===== src/rtl/ocp_hiccup_ctrl.sv =====
module ocp_hiccup_ctrl #(
  parameter int EVT_W        = 3,
  parameter int CLEAN_N      = 3,
  parameter int HICCUP_TICKS = 1024
) (
  input  logic clk,
  input  logic rst_n,
  input  logic en,
  input  logic cyc_tick,
  input  logic hs_start,
  input  logic ilim_hit,
  input  logic ot_fault,
  output logic sw_off,
  output logic ss_dump,
  output logic ss_restart
);
  localparam int CLN_W = $clog2(CLEAN_N + 1);
  localparam int TMR_W = $clog2(HICCUP_TICKS);

  logic [EVT_W-1:0] evt_cnt;
  logic [CLN_W-1:0] clean_cnt;
  logic [TMR_W-1:0] hic_tmr;
  logic             hic, seen, hit, off_q, restart_q;

  wire off_now   = !en | ot_fault | hic;
  wire ev        = ilim_hit & !hit & !off_now;
  wire trip      = ev & (evt_cnt == {EVT_W{1'b1}});
  wire clean_end = cyc_tick & seen & !hit & !ev;
  wire hic_last  = hic_tmr == TMR_W'(HICCUP_TICKS - 1);

  assign sw_off     = off_now;
  assign ss_dump    = off_now;
  assign ss_restart = restart_q;

  always_ff @(posedge clk or negedge rst_n) begin
    if (!rst_n) begin
      off_q     <= 1'b1;
      restart_q <= 1'b0;
      hic       <= 1'b0;
      hic_tmr   <= '0;
    end else begin
      off_q     <= off_now;
      restart_q <= off_q & ~off_now;
      if (!en) begin
        hic     <= 1'b0;
        hic_tmr <= '0;
      end else if (hic) begin
        if (cyc_tick) begin
          if (hic_last) begin
            hic     <= 1'b0;
            hic_tmr <= '0;
          end else begin
            hic_tmr <= hic_tmr + 1'b1;
          end
        end
      end else if (trip) begin
        hic     <= 1'b1;
        hic_tmr <= '0;
      end
    end
  end

  always_ff @(posedge clk or negedge rst_n) begin
    if (!rst_n) begin
      evt_cnt   <= '0;
      clean_cnt <= '0;
      seen      <= 1'b0;
      hit       <= 1'b0;
    end else if (off_now | trip) begin
      evt_cnt   <= '0;
      clean_cnt <= '0;
      seen      <= 1'b0;
      hit       <= 1'b0;
    end else begin
      if (cyc_tick) begin
        seen <= hs_start;
        hit  <= 1'b0;
      end else begin
        if (hs_start) seen <= 1'b1;
        if (ilim_hit) hit  <= 1'b1;
      end
      if (ev) begin
        evt_cnt   <= evt_cnt + 1'b1;
        clean_cnt <= '0;
      end else if (clean_end) begin
        if (clean_cnt == CLN_W'(CLEAN_N - 1)) begin
          clean_cnt <= '0;
          evt_cnt   <= '0;
        end else begin
          clean_cnt <= clean_cnt + 1'b1;
        end
      end
    end
  end
endmodule



===== config.mk =====
export PLATFORM = sky130hd
export DESIGN_NAME = ocp_hiccup_ctrl
export DESIGN_NICKNAME = d
export VERILOG_FILES = /design/src/rtl/ocp_hiccup_ctrl.sv
export SDC_FILE = /design/constraint.sdc
export NUM_CORES = 1
export LEC_CHECK = 0
export BUFFER_PORTS_ARGS = -buffer_cell sky130_fd_sc_hd__clkbuf_2
export CORE_UTILIZATION = 61
export CTS_CLUSTER_SIZE = 30
export DETAILED_ROUTE_END_ITERATION = 10
export PLACE_DENSITY = 0.92
export REMOVE_ABC_BUFFERS = 1
export SLEW_MARGIN = 20
export SYNTH_ARGS = -nofsm -noshare
export SYNTH_HDL_FRONTEND = slang
export SYNTH_SLANG_ARGS = --single-unit

===== constraint.sdc =====
create_clock -name clk -period 4.2 [get_ports clk]
set_input_delay 0 -clock clk [delete_from_list [all_inputs] [get_ports clk]]
set_output_delay 0 -clock clk [all_outputs]
set_load 0.02 [all_outputs]

Word-level counts from Yosys, hierarchy flattened
Cells that the tools add are included.
{ "classes": {"addsub": 3, "n_eq_ne": 5, "n_mux": 24, "bitwise_logic": 11, "reduce_logical": 10} }
{ "op_table": {"columns": ["operator", "n"], "rows": [
  ["2-to-1 mux 10 bit", 5],
  ["2-to-1 mux 3 bit", 4],
  ["nonzero test 3 bit", 4],
  ["2-to-1 mux 1 bit", 11],
  ["adder 10 x 1 -> 10 bit (second input constant)", 1],
  ["== test 10 bit (second input constant)", 1],
  ["2-to-1 mux 2 bit", 4],
  ["AND 1 bit", 7],
  ["zero test 1 bit", 4],
  ["AND reduction 2 bit", 2],
  ["adder 3 x 1 -> 3 bit (second input constant)", 1],
  ["== test 3 bit (second input constant)", 1],
  ["!= test 3 x 1 -> 1 bit (second input constant)", 1],
  ["!= test 3 bit (second input constant)", 1],
  ["OR 1 bit", 3],
  ["adder 2 x 1 -> 2 bit (second input constant)", 1],
  ["== test 2 bit (second input constant)", 1],
  ["NOT 1 bit", 1]
]} }
{ "totals": {"reg_bits": 20, "in_bits": 7, "elab_cells": 61} }

Logic depth before layout (Yosys ltp)
{ "depth": {"ltp_word": 10, "depth_mapped": 7, "depth_no_buf": 6} }

Worst setup path before layout
No wires, ideal clock.
{ "synth_path": {"kind": "reg2reg", "startpoint": "register evt_cnt[0]", "endpoint": "register hic_tmr[9]", "setup_ns": 0.135, "arrival_time_ns": 1.445, "setup_slack_ns": 2.620, "path_stages_with_launch": 8, "path_buffers": 1, "path_cell_list": "dfrtp_1 ha_1 ha_1 nand3b_1 o311a_1 buf_6 a22oi_2 o31ai_1"} }
{ "synth_between": {"elab_chain_cells": 4} }
{ "synth_lines": {"columns": ["item", "line_no", "source"], "rows": [
  ["from (decl)", "20", "logic [EVT_W-1:0] evt_cnt;"],
  ["from (signal assigned)", "83", "evt_cnt <= evt_cnt + 1'b1;"],
  ["== test 3 bit", "27", "wire trip = ev & (evt_cnt == {EVT_W{1'b1}});"],
  ["AND 1 bit", "27", null],
  ["!= test 3 x 1 -> 1 bit (no line)", null, null],
  ["AND reduction 2 bit (no line)", null, null],
  ["to (signal assigned)", "53", "hic_tmr <= hic_tmr + 1'b1;"],
  ["to (decl)", "22", "logic [TMR_W-1:0] hic_tmr;"]
]} }
No other way between the ends.
A chain may end at the register's enable or synchronous reset.

Worst setup path in the final report
{ "layout_path": {"startpoint": "register evt_cnt[0]", "endpoint": "register hic_tmr[7]"} }
Same word-level chain as after synthesis.

==> results by group <==
Floorplanning
  – I/O pins: 10
  – Row count: 14
  – Core ar.: approximately 1500 sq um
  – Initial Utilization: between 60% and 70%
  – Die width: about 43 microns
  – Die area: 1870 sq um
  – Die height: about 43 microns

Route
  – Antenna viol nets, final: 0
  – Mean number of vias per cell: about 6.4
  – DRT iter0 DRCs: 33
  – WL/cell: between 15 and 20 microns
  – DR vias: 909
  – Total Routed Length: approximately 2300 microns
  – DRT Pass-1 Iters: 4
  – Residual DRC: 0

Final layout
  – Layout fillers: 99
  – Share of layout cells above drive strength 1: between 10% and 20%
  – Register area: approximately 500 sq um
  – Final #Nets: roughly 140
  – Post-route cell area: about 1200 sq um
  – Antenna cells: 0
  – Multi-input logic area: between 400 and 500 sq um
  – Finished Layout Cells: around 140
  – Layout area overhead: 14.4%

Global route
  – Via count of the first global-routing pass: between 800 and 900
  – First-pass GRT wire length: 3770 microns
  – Total grt overflow: 0
  – Initial antenna violation count: 0
  – Tot GR Track Use: 28.0%
  – Largest net degree at the start of global routing: 21

Yosys
  – Ys Warns: 0
  – Seq/Total Area, Yosys: 48.4%
  – Cell Area, Synth: between 1000 and 1500 sq um
  – Synth cell types: 37
  – Post-Syn Instances: between 100 and 150
  – Flops & latches, synth: 20
  – Avg Synthesized Cell Area: between 9 and 10 sq um

Timing
  – Min cycle time layout: between 1.5 and 2 ns
  – Fin crit share: around 42%
  – Slew Viols, Final: 0
  – Hold slack: between 0.015 and 0.02 ns
  – Slew margin rel.: a little under 70%
  – Final hold violation count: 0
  – Worst Skew: between 0.007 and 0.008 ns
  – Worst Tran Pin Value: about 0.47 ns
  – Fmax: 560 MHz
  – Fin Setup TNS: 0 ns
  – RSZ-0062 raised after global routing: no
  – Final Setup Violations: 0

Setup path
  – Setup crit start kind: flip-flop
  – CP endpoint kind: flip-flop
  – CP max FO: 11
  – CP bufs+invs: 0
  – Critical path cell sequence: ha_1 -> ha_1 -> nand3b_1 -> o311a_1 -> a22oi_1 -> o21ai_1
  – Crit-path leading delay family: compound AO/OA/AOI/OAI gates
  – Crit path kind: flip-flop to flip-flop
  – CP peak stage delay: roughly 0.46 ns
  – Req. time, crit path: 4.40 ns
  – Cell mode on critical path: ha_1
  – Critical Path AT: 1.99 ns
  – Slowest CP cell: o311a_1

Outcome
  – Outcome: finished clean

Power and ir drop
  – Share of power burned in registers: around 52%
  – Clock share of power: between 40 and 50%
  – LEAKAGE: between 0.5 and 0.6 nW
  – Switching Fraction: around a fifth
  – VDD IR-drop max: roughly 0.00028 V
  – PD cells: between 300 and 400 nW/um^2
  – Cell Int Power: between 0.3 and 0.4 mW
  – Psw: around 0.08 mW
  – Gate power share: about 7%

Clock tree
  – Clock sinks: 20
  – Clock Latency Late Sink: between 0.3 and 0.4 ns
  – Clock Tree Root: clkbuf_4
  – Clock transition at path regs: about 0.12 ns
  – Max clock buf depth: 2
  – H-tree lvl count: 1
  – Resize count post-CTS: 0
  – TritonCTS clock tree: built
  – CTS buffer count: 3
  – Cts hold-fix bufs: 5
  – Setup Fix Bufs, Post-CTS: 0

Placed design
  – IO buf count: 9
  – Placed insts: ~130
  – Dpl hpwl: ~1600 microns
  – Area after DPL: between 1000 and 1500 sq um
  – Global placement routability congestion: 0.917

Flow run
  – Max-cap check violation count: 0

Worst hold path
  – Worst min-delay path category: input port to flip-flop
## metrics by stage
stage,power [mW],setup WS (ns),utilization [%]
after floorplan,0.211,2.62,-
after global placement,0.221,2.55,70.3
after detailed placement,0.222,2.48,70.3
after CTS,0.383,2.44,76.9
after global routing,0.397,2.27,76.9
final,0.380,2.42,76.9
## worst paths after layout
| kind | slack [ns] | from | cells after the start | endpoint |
|---|---|---|---|---|
| setup / recovery | 2.42 | evt_cnt[0] | 6 | hic_tmr[7] |
| hold / removal | 0.02 | ilim_hit | 3 | hit |
| setup reg to reg | 2.42 | evt_cnt[0] | 6 | hic_tmr[7] |
| hold reg to reg | 0.51 | hic_tmr[8] | 1 | hic_tmr[8] |
| max in group asynchronous | 3.69 | rst_n | 2 | off_q |
| min in group asynchronous | 0.16 | rst_n | 2 | hic_tmr[4] |
## power by group through the flow
stage          sequential (mW)  clock (mW)  combinational, mW
2_1_floorplan            0.200           0             0.0103
3_3_place_gp             0.200           0             0.0213
3_5_place_dp             0.200           0             0.0219
4_1_cts                  0.197       0.161             0.0256
5_1_grt                  0.197       0.171             0.0288
6_report                 0.197       0.158             0.0257
## logic make-up (layout without fill, tap and decap cells)
family	count (synthesis)	in the layout	synth area share, %
simple gates	47	47	24.5
compound gates	31	31	18.5
flops	20	20	48.4
buf+inv	8	24	3.98
fa+ha+maj	3	3	3.62
mux	1	1	1.09
## Yosys cell counts, drive strengths merged
master  number  area (sq um)
or3          1          11.3
nand4        1          6.26
o21ai       13          65.1
dfstp        1          26.3
inv          6          22.5
ha           3          37.5
and3         1          6.26
mux2         1          11.3
a22oi        2          20.0
a21oi        7          35.0
or2          1          6.26
o31ai        2          15.0
nand3b       2          15.0
nor4         2          12.5
and2         1          6.26
nor3b        2          20.0
a22o         2          17.5
o311a        1          10.0
nand2       14          55.1
nor2         9          33.8
and4         1          8.76
nand2b       2          12.5
nor3         5          30.0
a31oi        2          12.5
nand3        5          30.0
dfrtp       19           475
o21a         1          7.51
buf          2          18.8
o41ai        1          8.76
## state kept, by name, indices dropped and copies added, names as in the netlist
name,count
evt_cnt,3
clean_cnt,2
hic,1
hit,1
hic_tmr,10
seen,1
ss_restart,1
off_q,1
## placed cells by master, fill, tap and decap left out, types with 2 or more instances in the layout
| cell type | count |
|---|---|
| ha_1 | 3 |
| a31oi_1 | 2 |
| o21ai_0 | 2 |
| nor4_1 | 2 |
| nand3b_1 | 2 |
| o21ai_1 | 11 |
| dlygate4sd3_1 | 5 |
| clkbuf_4 | 3 |
| o31ai_1 | 2 |
| a21oi_1 | 7 |
| clkbuf_2 | 9 |
| nor3_1 | 4 |
| nor2_1 | 9 |
| nand2b_1 | 2 |
| inv_1 | 5 |
| a22o_1 | 2 |
| nand3_1 | 4 |
| dfrtp_1 | 19 |
| nand2_1 | 13 |
## per-layer routing
| layer | routed length [microns] | GRT usage, % | up-vias |
|---|---|---|---|
| met4 | 35 | 9.09 | 0 |
| met2 | 1160 | 47.8 | 38 |
| met5 | 0 | 0 | - |
| met1 | 958 | 35.5 | 433 |
| met3 | 109 | 5.11 | 6 |
| li1 | - | - | 432 |
## worst reg2reg max path, stage by stage, from the launching register on
cell,delay (ns)
dfrtp_1,0.40
ha_1,0.17
ha_1,0.20
nand3b_1,0.13
o311a_1,0.46
a22oi_1,0.24
o21ai_1,0.09
## final cells by class
type                            count  share of cell area (%)
Tap cell                           16                    1.69
Multi-Input combinational cell     82                    41.7
Clock inverter                      1                    2.53
Sequential cell                    20                    42.3
Clock buffer                        3                    1.90
Inverter                            6                    1.90
Timing Repair Buffer               14                    8.02
(Power assumes the default switching activity.)
